===== src/rtl/snoop_pkg.sv =====
package snoop_pkg;

    localparam int ADDR_W    = 16;
    localparam int DATA_W    = 8;
    localparam int REG_AW    = 5;
    localparam int WIDE_SPAN = 4;

    // register offsets
    localparam logic [REG_AW-1:0] OFS_B_LO  = 5'h02;
    localparam logic [REG_AW-1:0] OFS_B_HI  = 5'h04;
    localparam logic [REG_AW-1:0] OFS_CTL   = 5'h06;
    localparam logic [REG_AW-1:0] OFS_STAT  = 5'h08;
    localparam logic [REG_AW-1:0] OFS_DATA  = 5'h0A;
    localparam logic [REG_AW-1:0] OFS_MISC  = 5'h0C;
    localparam logic [REG_AW-1:0] OFS_A_LO  = 5'h10;
    localparam logic [REG_AW-1:0] OFS_A_HI  = 5'h12;

    // control bit positions
    localparam int CTL_A_EN    = 7;
    localparam int CTL_B_EN    = 6;
    localparam int CTL_RST_IE  = 4;
    localparam int CTL_RDY_IE  = 3;
    localparam int CTL_WIDE    = 2;

    // status bit positions
    localparam int ST_VALID = 7;
    localparam int ST_OVF   = 5;
    localparam int ST_TAG   = 0;
    localparam int MS_RCHG  = 6;

    typedef struct packed {
        logic              tag;
        logic [DATA_W-1:0] data;
    } snoop_entry_t;

    function automatic logic [DATA_W-1:0] lo_byte(input logic [ADDR_W-1:0] a);
        return a[DATA_W-1:0];
    endfunction

    function automatic logic [DATA_W-1:0] hi_byte(input logic [ADDR_W-1:0] a);
        return a[ADDR_W-1:DATA_W];
    endfunction

endpackage


===== src/rtl/snoop_match.sv =====
module snoop_match
    import snoop_pkg::*;
(
    input  logic              clk,
    input  logic              rst,
    input  logic              wr_stb,
    input  logic [ADDR_W-1:0] wr_addr,
    input  logic [DATA_W-1:0] wr_data,
    input  logic [ADDR_W-1:0] port_a,
    input  logic [ADDR_W-1:0] port_b,
    input  logic              en_a,
    input  logic              en_b,
    input  logic              wide,
    output logic              hit,
    output snoop_entry_t      ent
);
    logic [ADDR_W-1:0] delta;
    logic              hit_a, hit_b, in_window;

    always_comb begin
        delta     = wr_addr - port_a;
        in_window = delta < ADDR_W'(WIDE_SPAN);
        hit_a     = en_a && (wr_addr == port_a);
        hit_b     = en_b && (wr_addr == port_b);
        ent.data  = wr_data;
        if (wide) begin
            hit     = wr_stb && in_window;
            ent.tag = (delta == ADDR_W'(WIDE_SPAN - 1));
        end else begin
            hit     = wr_stb && (hit_a || hit_b);
            ent.tag = !hit_a;
        end
    end


    b_tag_needs_enable_chk: assert property (@(posedge clk) disable iff (rst)
        (hit && !wide && ent.tag) |-> en_b);

    wide_tag_top_only_chk: assert property (@(posedge clk) disable iff (rst)
        (hit && wide && ent.tag) |-> (wr_addr == port_a + ADDR_W'(WIDE_SPAN - 1)));

endmodule


===== src/rtl/snoop_fifo.sv =====
module snoop_fifo
    import snoop_pkg::*;
#(
    parameter int DEPTH = 128
) (
    input  logic         clk,
    input  logic         rst,
    input  logic         push,
    input  snoop_entry_t push_ent,
    input  logic         pop,
    output snoop_entry_t head,
    output logic         valid,
    output logic         ovf
);
    localparam int PW = (DEPTH > 1) ? $clog2(DEPTH) : 1;
    localparam int CW = $clog2(DEPTH + 1);

    snoop_entry_t   mem [DEPTH];
    logic [PW-1:0]  wptr, rptr;
    logic [CW-1:0]  count;
    logic           full, do_push, do_pop;

    function automatic logic [PW-1:0] bump(input logic [PW-1:0] p);
        return (p == PW'(DEPTH - 1)) ? '0 : p + 1'b1;
    endfunction

    assign full    = (count == CW'(DEPTH));
    assign valid   = (count != '0);
    assign do_push = push && !full;
    assign do_pop  = pop && valid;
    assign head    = mem[rptr];

    always_ff @(posedge clk) begin
        if (do_push) mem[wptr] <= push_ent;
    end

    always_ff @(posedge clk) begin
        if (rst) begin
            wptr  <= '0;
            rptr  <= '0;
            count <= '0;
            ovf   <= 1'b0;
        end else begin
            if (do_push) wptr <= bump(wptr);
            if (do_pop)  rptr <= bump(rptr);
            count <= count + CW'(do_push) - CW'(do_pop);
            if (push && full)
                ovf <= 1'b1;
            else if (do_pop && !do_push && count == CW'(1))
                ovf <= 1'b0;
        end
    end


    count_bound_chk: assert property (@(posedge clk) disable iff (rst)
        count <= CW'(DEPTH));

    no_overflow_chk: assert property (@(posedge clk) disable iff (rst)
        (push && full) |=> ovf);

    empty_pop_chk: assert property (@(posedge clk) disable iff (rst)
        (pop && !valid && !push) |=> !valid);

endmodule


===== src/rtl/snoop_rstdet.sv =====
module snoop_rstdet (
    input  logic clk,
    input  logic rst,
    input  logic lvl,
    input  logic clr,
    output logic flag
);
    logic prev;

    always_ff @(posedge clk) begin
        if (rst) begin
            prev <= 1'b0;
            flag <= 1'b0;
        end else begin
            prev <= lvl;
            if (lvl != prev)
                flag <= 1'b1;
            else if (clr)
                flag <= 1'b0;
        end
    end


    change_sets_flag_chk: assert property (@(posedge clk) disable iff (rst)
        (lvl != prev) |=> flag);

endmodule


===== src/rtl/io_snoop_fifo.sv =====
module io_snoop_fifo
    import snoop_pkg::*;
#(
    parameter int DEPTH = 128
) (
    input  logic              clk,
    input  logic              rst,
    input  logic              host_wr_stb,
    input  logic [15:0]       host_addr,
    input  logic [7:0]        host_data,
    input  logic              host_rst_in,
    input  logic              reg_wr,
    input  logic              reg_rd,
    input  logic [4:0]        reg_addr,
    input  logic [7:0]        reg_wdata,
    output logic [7:0]        reg_rdata,
    output logic              irq
);
    logic [ADDR_W-1:0] port_a, port_b;
    logic [DATA_W-1:0] ctl;
    logic              hit, f_valid, f_ovf, rchg, pop, rclr;
    snoop_entry_t      ent, head;
    logic [DATA_W-1:0] stat_v;

    always_ff @(posedge clk) begin
        if (rst) begin
            port_a <= '0;
            port_b <= '0;
            ctl    <= '0;
        end else if (reg_wr) begin
            case (reg_addr)
                OFS_A_LO: port_a[DATA_W-1:0]      <= reg_wdata;
                OFS_A_HI: port_a[ADDR_W-1:DATA_W] <= reg_wdata;
                OFS_B_LO: port_b[DATA_W-1:0]      <= reg_wdata;
                OFS_B_HI: port_b[ADDR_W-1:DATA_W] <= reg_wdata;
                OFS_CTL:  ctl                     <= reg_wdata;
                default: ;
            endcase
        end
    end

    assign pop  = reg_rd && (reg_addr == OFS_DATA);
    assign rclr = reg_wr && (reg_addr == OFS_MISC) && reg_wdata[MS_RCHG];

    snoop_match u_match (
        .clk(clk), .rst(rst),
        .wr_stb(host_wr_stb), .wr_addr(host_addr), .wr_data(host_data),
        .port_a(port_a), .port_b(port_b),
        .en_a(ctl[CTL_A_EN]), .en_b(ctl[CTL_B_EN]), .wide(ctl[CTL_WIDE]),
        .hit(hit), .ent(ent)
    );

    snoop_fifo #(.DEPTH(DEPTH)) u_fifo (
        .clk(clk), .rst(rst),
        .push(hit), .push_ent(ent), .pop(pop),
        .head(head), .valid(f_valid), .ovf(f_ovf)
    );

    snoop_rstdet u_rstdet (
        .clk(clk), .rst(rst), .lvl(host_rst_in), .clr(rclr), .flag(rchg)
    );

    always_comb begin
        stat_v           = '0;
        stat_v[ST_VALID] = f_valid;
        stat_v[ST_OVF]   = f_ovf;
        stat_v[ST_TAG]   = f_valid && head.tag;
        case (reg_addr)
            OFS_A_LO: reg_rdata = lo_byte(port_a);
            OFS_A_HI: reg_rdata = hi_byte(port_a);
            OFS_B_LO: reg_rdata = lo_byte(port_b);
            OFS_B_HI: reg_rdata = hi_byte(port_b);
            OFS_CTL:  reg_rdata = ctl;
            OFS_STAT: reg_rdata = stat_v;
            OFS_DATA: reg_rdata = f_valid ? head.data : '0;
            OFS_MISC: reg_rdata = {1'b0, rchg, 6'b0};
            default:  reg_rdata = '0;
        endcase
    end

    assign irq = (ctl[CTL_RDY_IE] && f_valid) || (ctl[CTL_RST_IE] && rchg);


    irq_ready_chk: assert property (@(posedge clk) disable iff (rst)
        (ctl[CTL_RDY_IE] && f_valid) |-> irq);

    irq_quiet_chk: assert property (@(posedge clk) disable iff (rst)
        (!ctl[CTL_RDY_IE] && !ctl[CTL_RST_IE]) |-> !irq);

endmodule


===== config.mk =====
export PLATFORM = sky130hd
export DESIGN_NAME = io_snoop_fifo
export DESIGN_NICKNAME = d
export VERILOG_FILES = /design/src/rtl/snoop_pkg.sv /design/src/rtl/snoop_match.sv /design/src/rtl/snoop_fifo.sv /design/src/rtl/snoop_rstdet.sv /design/src/rtl/io_snoop_fifo.sv
export SDC_FILE = /design/constraint.sdc
export NUM_CORES = 1
export LEC_CHECK = 0
export CAP_MARGIN = 5
export CELL_PAD_IN_SITES_DETAIL_PLACEMENT = 0
export CELL_PAD_IN_SITES_GLOBAL_PLACEMENT = 1
export CORE_ASPECT_RATIO = 2
export CORE_UTILIZATION = 56
export DETAILED_ROUTE_END_ITERATION = 12
export DONT_BUFFER_PORTS = 1
export PLACE_DENSITY = 0.89
export SYNTH_ARGS = -nofsm -noshare
export SYNTH_HDL_FRONTEND = slang
export SYNTH_SLANG_ARGS = --single-unit

===== constraint.sdc =====
create_clock -name clk -period 5.2 [get_ports clk]
set_clock_uncertainty 0.05 [all_clocks]
set_input_delay 0.78 -clock clk [delete_from_list [all_inputs] [get_ports clk]]
set_output_delay 0.78 -clock clk [all_outputs]
set_load 0.02 [all_outputs]

==> metrics.yaml <==
clock_network:
  clock-sinks: 1224
  cts_hold_buffers: 0
  clkTransAtPathRegs_ns: 0.07
  cts_max_path_buffers: 3
  htreeDepth: 3
  numCtsBuffers: 93
  cts_resized: 0
  clkLatencyLatePin_ns: 0.68
  cts_tree: "yes"
  ctsRootBufferMaster: "clkbuf_16"
critical_path:
  required_ns: 4.37
  endpoint: "reg_rdata[0]"
  crit_fanout: 48
  slowest_delay_ns: 0.71
  r2r_start: "port_a[5]"
  worstPathCellList: "buf_12 > mux4_2 > mux4_2 > mux4_2 > mux2i_1 > o21a_1 > o21ai_0"
  worst_r2r_path_depth: 12
  worstSetupPathType: "reg -> out"
  cp_data_arrival_time_ns: 4.11
  worstSetupStartpointType: "flip-flop"
  r2r-end: "u_fifo.mem[103][5]"
  endpoint_kind: "output port"
  r2r_slack_ns: 0.65
  crit_top_cell: "mux4_2"
  crit_slowest_cell: "dfxtp_4"
finish:
  fin_nets: 2568
  n_fill_cell: 5566
  final_core_util: 0.628
  n_antenna_cell: 0
  area_delta_synth_final_pct: 11.3
  drive_above_1_share: 0.288
  multi_input_area_um2: 12300
  seqCellArea_um2: 36000
  finish.instance_area_um2: 54600
synthesis:
  ys_seq_area_frac: 0.735
  syn_area_um2: 49000
  synthMostInstantiatedCell: "edfxtp_1"
  syn_avg_cell_area_um2: 20.8
  synthesis.nets: 2437
  ys_seq_elements: 1224
  async_reset_ff_frac: 0
  synth_edf_count: 1152
  synth_cell_types: 68
  synthCells: 2363
  synth_top_cell_by_area: "edfxtp_1"
  ys_warn_count: 0
  synthTopCellsByArea: "edfxtp_1 (71%), mux4_2 (17%), dfxtp_1 (2.9%)"
  yosysTopAreaCellShare: 0.705
  netlist_top_cells_count: "edfxtp_1 (1152), mux4_2 (378), nor3_1 (109), clkbuf_1 (77), dfxtp_1 (72)"
  ys.flop_type: "edfxtp_1"
sta:
  hold_viol: 0
  rsz0062_at_grt: "false"
  final-max-slew-violation-count: 0
  max_clock_freq_mhz: 202
  setup-tns-final_ns: 0
  min_period_ns: 4.94
  tightest_slew_ns: 1.23
  fin_ws_ns: 0.260
  fin_crit_sh: 0.950
  finalSetupViolCount: 0
  slew_headroom: 0.176
detailed_routing:
  antenna_left: 0
  drc: 0
  drt_first_iter_violations: 3082
  wl_um: 130000
  wire_per_inst_um: 34.7
  avgViaCountPerCell: 6.87
  firstDrtPassIters: 6
  vias: 25700
global_routing:
  grt_overflow: 0
  grt_use_met3: 0.0564
  grt_use_met1: 0.307
  gr-usage-all-layers: 0.299
  busiest_layer: "met2"
  grt_use_met2: 0.536
  grt_pass1_vias: 26600
  grt_pass1_wl_um: 185000
  antenna_found_initial: 5
  grt_max_degree: 129
floorplan:
  io_pins: 52
  dieWidth_um: 211
  die_y_um: 420
  coreArea_um2: 86900
  placementRows: 153
  dieArea_um2: 88800
  start_util: 0.564
pwr:
  swShare: 0.196
  clkPwrFrac: 0.401
  finalPower_uw: 18700
  powerDensity_nw_per_um2: 343
  vdd_drop_max_uv: 357
  seqPwrFrac: 0.576
  p_leak_uw: 0.0169
  pwr-share-comb: 0.024
  intPower_uw: 15000
  power_switching_uw: 3670
place:
  hpwlAfterDp_um: 76500
  post_dp_cell_area_um2: 51400
  port_buffers: 0
  place_ws_ns: 0.500
  place.gp.congestion: 0.929
hold_path:
  hold_path.class: "in -> reg"
  worstHoldStart: "rst"
run_status:
  outcome: "finished, final reports clean"
flow_run:
  drv_cap: 0
==> layout make-up <==
type,count,area share
Tap cell,1162,0.0266
Sequential cell,1224,0.660
Clock buffer,118,0.0457
Multi-Input combinational cell,963,0.225
Timing Repair Buffer,171,0.0274
Inverter,41,0.00282
Clock inverter,55,0.0119
==> power groups by stage <==
stage | Combinational, uW | Clock, uW | Sequential, uW
floorplan | 339 | 0 | 11000
global placement | 427 | 0 | 11000
detailed placement | 425 | 0 | 11000
CTS | 433 | 7550 | 10800
global route | 473 | 7870 | 10800
finish | 440 | 7490 | 10800
==> routing by layer <==
layer / up-vias / routed length [um]
met4: 8 / 11200
met1: 13300 / 38500
met3: 514 / 9980
met2: 1801 / 69900
met5: - / 45
li1: 10100 / -
==> flip-flops by register name, summed over array words and instances (netlist names), named ones only <==
register / flops
port_b: 16
u_fifo.ovf: 1
port_a: 16
u_fifo.wptr: 7
u_rstdet.prev: 1
u_fifo.rptr: 7
ctl: 8
u_fifo.mem: 1152
u_rstdet.flag: 1
u_fifo.count: 8
==> logic make-up (layout without fill, tap and decap cells) <==
family	count (synthesis)	after routing	synth area share
buffers and inverters	176	385	0.0150
adder cells (fa/ha/maj)	31	31	0.00822
XOR/XNOR	32	32	0.00572
multiplexers	416	416	0.181
flip-flops	1224	1224	0.735
AND/OR/NAND/NOR	353	353	0.0373
AO/OA/AOI/OAI	131	131	0.0176
==> per-stage QoR <==
stage | hold WS, ns | std cells
floorplan | 0.395 | 2363
global placement | 0.413 | 3558
detailed placement | 0.414 | 3558
CTS | 0.0849 | 3731
global route | 0.0957 | 3734
finish | 0.112 | 3734
==> worst max-delay path: cells and delay by family, from the launching register on <==
kind | cells | cell delay [ns]
flops | 1 | 0.71
mux | 4 | 1.87
compound gates | 2 | 0.44
buf+inv | 1 | 0.36
==> placed cells by master, fill, tap and decap left out, drive strengths merged, types with 5 or more instances in the layout <==
master    Yosys  final
dfxtp        72     72
bufinv        0     13
nor2b        10     10
o21ai        27     27
a21oi        48     48
buf          58    171
inv          41     44
a221oi        7      7
mux4        378    378
edfxtp     1152   1152
clkbuf       77    118
ha           29     29
nand2b        9      9
nor4          8      8
mux2i        37     37
nand4        16     16
nor2         68     68
nand2        59     59
xor2         22     22
xnor2        10     10
and3          6      6
clkinv        0     34
nand3        38     38
clkinvlp      0      5
nor3        129    129
==> worst min-delay path by stage <==
stage                 endpoint  slack [ns]  depth (start not counted)
finish               port_a[4]        0.11                          1
global route         port_a[4]         0.1                          1
CTS                  port_a[3]        0.08                          1
detailed placement  port_a[12]        0.41                          2
global placement    port_a[10]        0.41                          2
floorplan           u_fifo.ovf        0.39                          2
==> what timing repair did <==
item                       in CTS  in global routing
setup endpoints to repair       0                  2
hold endpoints to repair        0                  0
setup buffers                   0                  3
No activity file was read; power rests on OpenSTA's default activity.
